===== config.mk =====
export PLATFORM = sky130hd
export DESIGN_NAME = xinsn_joiner
export DESIGN_NICKNAME = d
export VERILOG_FILES = /design/src/rtl/xj_pkg.sv /design/src/rtl/xj_classify.sv /design/src/rtl/xj_imm_unpack.sv /design/src/rtl/xinsn_joiner.sv
export SDC_FILE = /design/constraint.sdc
export NUM_CORES = 1
export LEC_CHECK = 0
export BUFFER_PORTS_ARGS = -buffer_cell sky130_fd_sc_hd__buf_2
export CORE_MARGIN = 1.5
export CORE_UTILIZATION = 47
export DETAILED_ROUTE_END_ITERATION = 10
export PLACE_DENSITY_LB_ADDON = 0.1
export RECOVER_POWER = 50
export SETUP_SLACK_MARGIN = 0.1
export SLEW_MARGIN = 20
export SYNTH_ARGS = -nofsm -noshare
export SYNTH_HDL_FRONTEND = slang
export SYNTH_SLANG_ARGS = --single-unit

===== constraint.sdc =====
create_clock -name clk -period 4.84 [get_ports clk]
set_input_delay 0 -clock clk [delete_from_list [all_inputs] [get_ports clk]]
set_output_delay 0 -clock clk [all_outputs]
set_load 0.02 [all_outputs]

===== src/rtl/xj_pkg.sv =====
package xj_pkg;
   localparam int HALF_W = 16;
   localparam int WORD_W = 2 * HALF_W;
   localparam int OPC_W  = 5;
   localparam int TGT_W  = 26;

   localparam logic [OPC_W-1:0] OPC_PREFIX = 5'b11110;
   localparam logic [OPC_W-1:0] OPC_JUMP   = 5'b00011;
   localparam logic [OPC_W-1:0] OPC_RRIA   = 5'b01000;
   localparam logic [OPC_W-1:0] OPC_SHIFT  = 5'b00110;
   localparam logic [OPC_W-1:0] OPC_I8     = 5'b01100;
   localparam logic [2:0]       I8_FRAME   = 3'b100;

   typedef enum logic [2:0] {
      CL_PLAIN   = 3'd0,
      CL_XGEN    = 3'd1,
      CL_XRRIA   = 3'd2,
      CL_XSHIFT  = 3'd3,
      CL_XFRAME  = 3'd4,
      CL_JUMP    = 3'd5,
      CL_BAD     = 3'd6,
      CL_FRAME16 = 3'd7
   } cls_t;
endpackage


===== src/rtl/xj_classify.sv =====
module xj_classify
   import xj_pkg::*;
(
   input  logic              pend,
   input  logic              pend_jmp,
   input  logic [HALF_W-1:0] first,
   input  logic [HALF_W-1:0] cur,
   input  logic              cur_pfx,
   input  logic              cur_jmp,
   output cls_t              cls,
   output logic [OPC_W-1:0]  major,
   output logic [WORD_W-1:0] word,
   output logic              wide
);
   logic [OPC_W-1:0] cur_op;
   logic             cur_frame;

   assign cur_op    = cur[HALF_W-1 -: OPC_W];
   assign cur_frame = (cur_op == OPC_I8) && (cur[10:8] == I8_FRAME);

   always_comb begin
      if (!pend) begin
         word  = {{HALF_W{1'b0}}, cur};
         wide  = 1'b0;
         major = cur_op;
         cls   = cur_frame ? CL_FRAME16 : CL_PLAIN;
      end else if (pend_jmp) begin
         word  = {first, cur};
         wide  = 1'b1;
         major = OPC_JUMP;
         cls   = CL_JUMP;
      end else begin
         word  = {first, cur};
         wide  = 1'b1;
         major = cur_op;
         if (cur_pfx || cur_jmp)        cls = CL_BAD;
         else if (cur_op == OPC_RRIA)   cls = CL_XRRIA;
         else if (cur_op == OPC_SHIFT)  cls = CL_XSHIFT;
         else if (cur_frame)            cls = CL_XFRAME;
         else                           cls = CL_XGEN;
      end
   end
endmodule


===== src/rtl/xj_imm_unpack.sv =====
module xj_imm_unpack
   import xj_pkg::*;
#(
   parameter int IMM_W = 26
)(
   input  cls_t              cls,
   input  logic [WORD_W-1:0] word,
   output logic [IMM_W-1:0]  imm
);
   always_comb begin
      imm = '0;
      case (cls)
         CL_XGEN:    imm[15:0]      = {word[20:16], word[26:21], word[4:0]};
         CL_XRRIA:   imm[14:0]      = {word[19:16], word[26:20], word[3:0]};
         CL_XSHIFT:  imm[5:0]       = {word[21], word[26:22]};
         CL_XFRAME:  imm[7:0]       = {word[23:20], word[3:0]};
         CL_FRAME16: imm[3:0]       = word[3:0];
         CL_JUMP:    imm[TGT_W-1:0] = {word[20:16], word[25:21], word[15:0]};
         default:    imm            = '0;
      endcase
   end
endmodule


===== src/rtl/xinsn_joiner.sv =====
module xinsn_joiner
   import xj_pkg::*;
#(
   parameter int IMM_W   = 26,
   parameter bit JUMP_EN = 1'b1
)(
   input  logic             clk,
   input  logic             rst,
   input  logic             in_valid,
   output logic             in_ready,
   input  logic [15:0]      in_half,
   output logic             out_valid,
   input  logic             out_ready,
   output logic             out_wide,
   output logic [4:0]       out_major,
   output logic [2:0]       out_class,
   output logic [IMM_W-1:0] out_imm,
   output logic [31:0]      out_word
);
   generate
      if (IMM_W < TGT_W) begin : g_imm_too_narrow
         $error("IMM_W must hold the full jump target");
      end
   endgenerate

   logic              pend_q;
   logic              pend_jmp_q;
   logic [HALF_W-1:0] pend_half_q;
   logic              take;
   logic              cur_pfx;
   logic              cur_jmp;
   logic              opens;
   logic              emit;

   cls_t              c_cls;
   logic [OPC_W-1:0]  c_major;
   logic [WORD_W-1:0] c_word;
   logic              c_wide;
   logic [IMM_W-1:0]  c_imm;

   assign in_ready = !out_valid || out_ready;
   assign take     = in_valid && in_ready;
   assign cur_pfx  = (in_half[HALF_W-1 -: OPC_W] == OPC_PREFIX);

   generate
      if (JUMP_EN) begin : g_jump
         assign cur_jmp = (in_half[HALF_W-1 -: OPC_W] == OPC_JUMP);
      end else begin : g_no_jump
         assign cur_jmp = 1'b0;
      end
   endgenerate

   assign opens = !pend_q && (cur_pfx || cur_jmp);
   assign emit  = take && !opens;

   xj_classify u_classify (
      .pend     (pend_q),
      .pend_jmp (pend_jmp_q),
      .first    (pend_half_q),
      .cur      (in_half),
      .cur_pfx  (cur_pfx),
      .cur_jmp  (cur_jmp),
      .cls      (c_cls),
      .major    (c_major),
      .word     (c_word),
      .wide     (c_wide)
   );

   xj_imm_unpack #(.IMM_W(IMM_W)) u_unpack (
      .cls  (c_cls),
      .word (c_word),
      .imm  (c_imm)
   );

   always_ff @(posedge clk) begin
      if (rst) begin
         pend_q      <= 1'b0;
         pend_jmp_q  <= 1'b0;
         pend_half_q <= '0;
         out_valid   <= 1'b0;
         out_wide    <= 1'b0;
         out_major   <= '0;
         out_class   <= '0;
         out_imm     <= '0;
         out_word    <= '0;
      end else begin
         if (take) begin
            if (opens) begin
               pend_q      <= 1'b1;
               pend_jmp_q  <= cur_jmp;
               pend_half_q <= in_half;
            end else begin
               pend_q      <= 1'b0;
               pend_jmp_q  <= 1'b0;
            end
         end
         if (emit) begin
            out_valid <= 1'b1;
            out_wide  <= c_wide;
            out_major <= c_major;
            out_class <= c_cls;
            out_imm   <= c_imm;
            out_word  <= c_word;
         end else if (out_ready) begin
            out_valid <= 1'b0;
         end
      end
   end
endmodule


==> impl_metrics.json, run 1 <==
{
  "status": "complete, but fails checks",
  "slew_headroom_pct": -22.31,
  "cts.htree.levels": 3,
  "hold_viol": 0,
  "wl_met3_um": 560,
  "die_area_mm2": 0.007598,
  "vias": 3101,
  "fin_crit_sh_pct": 61.86,
  "post-cts-setup-buffer-count": 0,
  "hpwl_um": 6100,
  "final_common_cell": "dfxtp_1",
  "drv_slew": 43,
  "synth.cell_area_mm2": 0.003329,
  "max_stage_delay_ns": 1.35,
  "async_flop_share_pct": 0,
  "fin_hold_ws_ns": 0.02093,
  "area_growth_pct": 21.68,
  "worst_pin_slew_ns": 1.835,
  "cts_root_buffer": "clkbuf_8",
  "reg2reg_setup_slack_ns": 1.98,
  "cts_sinks": 86,
  "grt_pass1_vias": 2714,
  "drive_gt1_share_pct": 8.584,
  "grt_start_max_net_pins": 60,
  "clk_path_buf_depth": 2,
  "synth_nets": 394,
  "p_leak_nw": 1.434,
  "tns_ns": 0,
  "clkLatencyLatePin_ns": 0.36,
  "nFillCells": 678,
  "path_cells": "dlygate4sd3_1, clkbuf_1, or4b_1, a21boi_0, nor2_1, clkbuf_1, nand3_1, a21oi_1",
  "overflow": 0,
  "synth_top_area_share_pct": 51.71,
  "drt_iter0_markers": 193,
  "rsz0062_at_grt": "no",
  "hold_path_class": "in2reg",
  "io_buffers": 88,
  "die_w_um": 87.17,
  "initial_core_util_pct": 48.74,
  "wire_per_inst_um": 15.95,
  "drtAntennaViolNets": 0,
  "insertedDiodeCount": 0,
  "setup_viol": 0,
  "wl_met2_um": 3993,
  "wl_met1_um": 4285,
  "synth_warnings": 0,
  "post_cts_resized": 0,
  "ys_ff_latch": 86,
  "cpMaxStageDelayCell": "clkbuf_1",
  "synth_cell_types": 47,
  "antenna_found_initial": 0,
  "worstPathRequired_ns": 5.13,
  "viasPerCell": 5.518,
  "nNetsFinal": 481,
  "drt-total-wl_um": 8965,
  "synth_flop_cell": "dfxtp_1",
  "fp.dieH_um": 87.17,
  "highest_layer": "met4",
  "drc": 0,
  "rows": 30,
  "start_kind": "primary input",
  "fmax_mhz": 334.0,
  "grt_pass1_wl_um": 13920,
  "cp.arrival_ns": 3.28,
  "cts_tree": "done",
  "power_density_mw_per_mm2": 350.7,
  "synth_area_leaders": "dfxtp_1, nand2_1, a21oi_1",
  "crit_path_end_kind": "register",
  "gp_congestion": 0.9416,
  "ys_seq_area_share_pct": 51.71,
  "path_clk_slew_ns": 0.09,
  "synth.avg_cell_area_um2": 8.902,
  "cpMostUsedCell": "clkbuf_1",
  "fin_crit_ns": 2.994,
  "ios": 89,
  "core-area_mm2": 0.006832,
  "cts_made_buffers": 9,
  "fin_skew_ns": 0.009672,
  "path_class": "in2reg",
  "syn_inst": 374,
  "synth_edf_count": 0,
  "mostFrequentLayoutCells": "dfxtp_1, nand2_1, clkbuf_1",
  "cp_max_fo": 42,
  "grt_usage_pct": 24.22,
  "violations": "max-capacitance violations, max-slew violations",
  "dr.pass1.iters": 5,
  "yosys.area.top_type": "dfxtp_1",
  "hold_buffers": 16,
  "max-vdd-ir-drop_mv": 0.2229,
  "cap_violations": 1
}
-- final timing paths --
kind                     start            to  cells after the start
hold / removal     in_half[13]  out_major[2]                      3
setup reg to reg        pend_q  out_class[0]                      6
setup / recovery   in_half[15]  out_class[0]                      8
hold reg to reg   out_major[4]  out_major[4]                      2
-- cells by family after synthesis --
group | Yosys count | synth area share, %
simple gates | 137 | 19.58
compound gates | 117 | 24.01
flops | 86 | 51.71
buf+inv | 33 | 4.397
mux | 1 | 0.3007
-- metrics by stage --
stage          instance area, um^2  std cells  power (mW)  utilization (%)  setup WS (ns)
5_1_grt                       4051        562       1.471            59.30          1.438
4_1_cts                       4140        562       1.433            60.60          2.354
2_1_floorplan                 3329        374      0.8575                -          3.052
3_3_place_gp                  3772        530      0.9043            55.22          2.563
3_5_place_dp                  3772        530      0.9066            55.22          2.536
6_report                      4051        562       1.421            59.30          1.846
-- synthesized netlist by cell type, types with 2 or more instances --
master / instances
a21boi_0: 2
o21ai_0: 6
nand4b_1: 2
o211ai_1: 2
a22o_1: 26
a211oi_1: 8
clkbuf_1: 20
buf_4: 2
a21o_1: 3
a221o_1: 2
nand2_1: 71
dfxtp_1: 86
or4b_1: 2
a311oi_1: 6
nor2_1: 21
inv_1: 3
nand3_1: 13
nor3_1: 2
and4b_1: 2
nand2b_1: 2
o21a_1: 3
o21ai_1: 3
buf_2: 6
nand4_1: 9
a22oi_1: 3
a21oi_1: 47
and2_1: 2
-- where the power goes --
group          internal (mW)  total, mW  switching [mW]
sequential             0.729      0.743          0.0134
combinational         0.0479      0.154           0.106
clock                  0.249      0.524           0.275
-- layout make-up --
type,instances,area (um^2),share of cell area (%)
well taps,96,120.1,2.965
clock buffers,9,123.9,3.057
flip-flops and latches,86,1722,42.50
inverters,3,11.26,0.2779
repair buffers,106,524.3,12.94
clock inverters,7,83.83,2.069
multi-input cells,255,1466,36.20
-- worst max-delay path, delay by kind of cell --
kind,cells,cell delay [ns]
buffers and inverters,3,2.25
AND/OR/NAND/NOR,3,0.72
AO/OA/AOI/OAI,2,0.31
-- flip-flops by register name (all words and copies together) (netlist names) --
register and cells:
out_wide 1, out_valid 1, out_imm 26, pend_half_q 16, pend_q 1, out_word 32
out_major 5, out_class 3, pend_jmp_q 1
-- layer usage --
| layer | GRT usage (%) | vias up |
|---|---|---|
| met1 | 34.47 | 1462 |
| met3 | 4.550 | 13 |
| met5 | 0 | - |
| met4 | 8.369 | 0 |
| li1 | - | 1520 |
| met2 | 36.93 | 106 |
Power figures use the tool's default switching activity.
==> run 2: changes to the inputs <==
==> constraint.sdc (replaced) <==
create_clock -name clk -period 2.65 [get_ports clk]
set_input_delay 0 -clock clk [delete_from_list [all_inputs] [get_ports clk]]
set_output_delay 0 -clock clk [all_outputs]
set_load 0.02 [all_outputs]
==> impl_metrics.json, run 2 (synthesis gave the netlist of run 1 again) <==
{
  "area_growth_pct": 22.02,
  "fp.dieH_um": 87.17,
  "viasPerCell": 5.525,
  "min_to": "out_word[11]",
  "start_kind": "primary input",
  "insertedDiodeCount": 0,
  "vias": 3116,
  "grt_start_max_net_pins": 59,
  "r2r-end": "out_imm[3]",
  "grt_usage_pct": 24.74,
  "clk_path_buf_depth": 2,
  "reg2reg_setup_slack_ns": 0.72,
  "whs_path_depth": 3,
  "mostFrequentLayoutCells": "dfxtp_1, clkbuf_1, nand2_1",
  "p_leak_nw": 1.445,
  "power_mw": 2.629,
  "rows": 30,
  "hold_viol": 0,
  "p_int_mw": 1.950,
  "cts_sinks": 86,
  "clkLatencyLatePin_ns": 0.34,
  "drv_slew": 0,
  "cts_root_buffer": "clkbuf_8",
  "worst_pin_slew_ns": 0.7301,
  "fmax_mhz": 460.4,
  "die_w_um": 87.17,
  "die_area_mm2": 0.007598,
  "post_cts_resized": 0,
  "fin_skew_ns": 0.007697,
  "cts.htree.levels": 3,
  "post_dp_cell_area_mm2": 0.003817,
  "drive_gt1_share_pct": 9.188,
  "slew_headroom_pct": 51.00,
  "timing.rr.start": "pend_jmp_q",
  "nNetsFinal": 484,
  "hold_path_class": "in2reg",
  "dpl.cell_count": 536,
  "post-cts-setup-buffer-count": 0,
  "cpMaxStageDelayCell": "or4b_1",
  "largest_registers": "out_word (32), out_imm (26), pend_half_q (16)",
  "crit_path_end_kind": "register",
  "largest_reg_flops": 32,
  "instances_no_fill": 564,
  "wire_per_inst_um": 16.45,
  "hpwl_um": 6274,
  "final_common_cell": "dfxtp_1",
  "hold_buffers": 13,
  "setup_viol": 0,
  "tns_ns": 0,
  "path_cells": "dlygate4sd3_1, clkbuf_1, or4b_1, a21boi_0, nor2_2, nor2_1, buf_4, a22o_1",
  "power_density_mw_per_mm2": 647.2,
  "path_class": "in2reg",
  "ios": 89,
  "overflow": 0,
  "io_buffers": 88,
  "total_switching_power_uw": 679.9,
  "drc": 0,
  "grt_pass1_vias": 2783,
  "clkPwrFrac_pct": 37.6,
  "drt-total-wl_um": 9280,
  "fin_crit_sh_pct": 81.96,
  "cts_made_buffers": 9,
  "drt_iter0_markers": 211,
  "status": "finished clean",
  "initial_core_util_pct": 48.74,
  "path_clk_slew_ns": 0.08,
  "fin_hold_ws_ns": 0.01349,
  "critPathTopFamily": "buffers and inverters",
  "top_register": "out_word",
  "worstPathRequired_ns": 2.94,
  "switching_share_pct": 25.86,
  "critPathBufInv": 3,
  "max_stage_delay_ns": 0.59,
  "seq_power_share_pct": 51.6,
  "cap_violations": 0,
  "nFillCells": 687,
  "cp_max_fo": 27,
  "cts_tree": "done",
  "finalInstanceArea_mm2": 0.004063,
  "combPwrFrac_pct": 10.8,
  "antenna_found_initial": 0,
  "core-area_mm2": 0.006832,
  "max-vdd-ir-drop_mv": 0.3317,
  "drtAntennaViolNets": 0,
  "cp.arrival_ns": 2.46,
  "hp-start": "in_half[11]",
  "grt_pass1_wl_um": 14460,
  "r2r_cells": 5,
  "gp_congestion": 0.9129,
  "fin_crit_ns": 2.172,
  "rsz0062_at_grt": "no",
  "dr.pass1.iters": 5
}
-- run 2: cell count changes in the layout (fill, tap and decap cells not counted), moves of 2 or more --
cell	delta
buf_4	+5
inv_6	-4
dlygate4sd3_1	-3
clkbuf_1	+2
clkinv_4	+2
-- run 2: how the worst max path moves through the flow --
stage                     start         endpoint  slack [ns]  depth (start not counted)
floorplan             out_valid     out_class[2]        0.86                          6
global placement     pend_jmp_q       out_imm[3]        0.74                          5
detailed placement  in_half[14]       out_imm[4]        0.76                          6
CTS                 in_half[15]  pend_half_q[13]        0.60                          7
global route        in_half[15]  pend_half_q[14]        0.25                          8
finish              in_half[15]       out_imm[5]        0.48                          8
-- run 2: layout make-up --
type	count	area [um^2]	share of cell area [%]
well taps	96	120.1	2.957
clock inverters	5	85.08	2.094
repair buffers	109	535.5	13.18
inverters	3	11.26	0.2772
clock buffers	10	127.6	3.141
multi-input cells	255	1461	35.97
flip-flops and latches	86	1722	42.38
-- run 2: worst reg2reg max path, stage by stage (launching register included) --
cell and delay (ns):
dfxtp_1 0.44, nand2b_1 0.32, a2111o_1 0.40, a221o_1 0.40
nand3_1 0.14, a311oi_1 0.09
-- run 2: power by group through the flow --
stage                     Clock (mW)  Combinational (mW)  Sequential (mW)
after floorplan                    0               0.140             1.43
after global placement             0               0.277             1.38
final                          0.989               0.285             1.36
after CTS                       1.01               0.294             1.35
after detailed placement           0               0.278             1.38
after global routing            1.06               0.311             1.36
-- run 2: per-stage QoR --
step | util (%) | setup WS [ns]
2_1_floorplan | - | 0.8618
3_3_place_gp | 55.88 | 0.7399
3_5_place_dp | 55.88 | 0.7589
4_1_cts | 60.90 | 0.5971
5_1_grt | 59.47 | 0.2544
6_report | 59.47 | 0.4781
-- run 2: metal layers --
metal / track usage, % / vias to the layer above / share of wire [%]
li1: - / 1519 / -
met1: 35.12 / 1450 / 47
met2: 36.86 / 131 / 45
met3: 4.739 / 16 / 7.1
met4: 10.39 / 0 / 1.5
met5: 0 / - / 0
==> run 3: changes to the inputs <==
==> constraint.sdc (replaced) <==
create_clock -name clk -period 1.8 [get_ports clk]
set_input_delay 0 -clock clk [delete_from_list [all_inputs] [get_ports clk]]
set_output_delay 0 -clock clk [all_outputs]
set_load 0.02 [all_outputs]
==> impl_metrics.json, run 3 (synthesis gave the netlist of run 1 again) <==
{
  "nNetsFinal": 504,
  "tns_ns": 0,
  "power_mw": 3.876,
  "clk_path_buf_depth": 2,
  "drive_gt1_share_pct": 13.93,
  "drt_iter0_markers": 266,
  "antenna_found_initial": 0,
  "final_common_cell": "dfxtp_1",
  "largest_reg_flops": 32,
  "power_density_mw_per_mm2": 906.9,
  "core-area_mm2": 0.006832,
  "cts_sinks": 86,
  "slew_headroom_pct": 67.83,
  "hold_path_class": "in2reg",
  "top_register": "out_word",
  "die_w_um": 87.17,
  "cp.arrival_ns": 1.90,
  "crit_path_end_kind": "register",
  "dpl.cell_count": 555,
  "io_buffers": 88,
  "hold_viol": 0,
  "timing.rr.start": "pend_q",
  "path_class": "reg2reg",
  "start_kind": "register",
  "vias": 3216,
  "hp-start": "in_half[11]",
  "cts_made_buffers": 9,
  "viasPerCell": 5.507,
  "final_core_util_pct": 62.56,
  "drtAntennaViolNets": 0,
  "grt_pass1_vias": 2929,
  "path_clk_slew_ns": 0.10,
  "met3_usage_pct": 7.109,
  "area_growth_pct": 28.37,
  "cpMaxStageDelayCell": "dfxtp_1",
  "largest_registers": "out_word (32), out_imm (26), pend_half_q (16)",
  "fin_crit_ns": 1.650,
  "fin_skew_ns": 0.01370,
  "cp_max_fo": 5,
  "ios": 89,
  "p_leak_nw": 1.566,
  "grt_usage_pct": 26.48,
  "instances_no_fill": 584,
  "setup_viol": 0,
  "initial_core_util_pct": 48.74,
  "insertedDiodeCount": 0,
  "fmax_mhz": 605.9,
  "crit_start": "pend_q",
  "cts_root_buffer": "clkbuf_8",
  "rows": 30,
  "gp_congestion": 0.9170,
  "fin_crit_sh_pct": 91.68,
  "status": "finished clean",
  "mostFrequentLayoutCells": "dfxtp_1, nand2_1, clkbuf_1",
  "max_stage_delay_ns": 0.39,
  "worst_pin_slew_ns": 0.4793,
  "rsz0062_at_grt": "no",
  "path_cells": "nand2b_1, a2111o_1, o21a_1, mux2i_1, a221o_1",
  "cap_violations": 0,
  "wire_per_inst_um": 16.15,
  "drv_slew": 0,
  "cts_tree": "done",
  "grt_start_max_net_pins": 36,
  "overflow": 0,
  "reg2reg_setup_slack_ns": 0.15,
  "drt-total-wl_um": 9431,
  "busiest_layer": "met2",
  "grt_use_met1_pct": 36.45,
  "dr.pass1.iters": 5,
  "post-cts-setup-buffer-count": 0,
  "met2_usage_pct": 41.16,
  "drc": 0,
  "die_area_mm2": 0.007598,
  "cts.htree.levels": 3,
  "hpwl_um": 6522,
  "seq_area_mm2": 0.001722,
  "fp.dieH_um": 87.17,
  "clkLatencyLatePin_ns": 0.36,
  "max-vdd-ir-drop_mv": 0.5001,
  "nFillCells": 648,
  "multiInputGateArea_mm2": 0.001479,
  "worstPathRequired_ns": 2.05,
  "grt_pass1_wl_um": 15180
}
[run 3: cell count changes in the layout (fill, tap and decap cells not counted), sizes merged]
cell         previous run  this run
buf                    24        44
inv                     3         5
bufinv                  2         1
clkbuf                 82        81
clkinv                  2         1
dlygate4sd3            13        14
[run 3: routing by layer]
| metal | routed length (um) | part of all wire, % |
|---|---|---|
| met2 | 4311 | 46 |
| met4 | 112 | 1.2 |
| met3 | 631 | 6.7 |
| met5 | 0 | 0 |
| met1 | 4376 | 46 |
[run 3: cell type report]
type | instances | area share [%]
Clock inverter | 5 | 1.552
Tap cell | 96 | 2.810
Sequential cell | 86 | 40.28
Multi-Input combinational cell | 255 | 34.60
Timing Repair Buffer | 129 | 17.27
Inverter | 3 | 0.2635
Clock buffer | 10 | 3.220
[run 3: what timing repair did]
item                                    CTS  global route
endpoints found under the setup margin    0            12
resized for setup                         0             7
hold buffers                             14             0
endpoints found under the hold margin    30             0
[run 3: critical path: cells and delay by family (launching register included)]
kind            cells  cell delay [ns]
compound gates      3             0.85
flops               1             0.39
mux                 1             0.14
simple gates        1             0.15
[run 3: per-stage QoR]
step / area (um^2) / hold slack (ns) / setup WS, ns
floorplan: 3336 / 0.1360 / 0.1255
detailed placement: 4000 / 0.2758 / 0.04018
CTS: 4344 / 0.002961 / 0.1687
global placement: 4000 / 0.2653 / 0.02777
global route: 4274 / 0.02436 / 0.06593
finish: 4274 / 0.01401 / 0.1497
[run 3: path summary, 6_finish.rpt]
| path | to | depth (start not counted) |
|---|---|---|
| hold / removal | out_major[0] | 3 |
| setup / recovery | out_imm[4] | 5 |
| setup reg to reg | out_imm[4] | 5 |
| hold reg to reg | out_word[14] | 2 |
[run 3: power by group]
| group | internal, mW | leakage, nW | switching [mW] | total (mW) |
|---|---|---|---|---|
| logic | 0.164 | 0.765 | 0.303 | 0.467 |
| clock network | 0.689 | 0.101 | 0.723 | 1.41 |
| registers | 1.96 | 0.699 | 0.0352 | 2.00 |
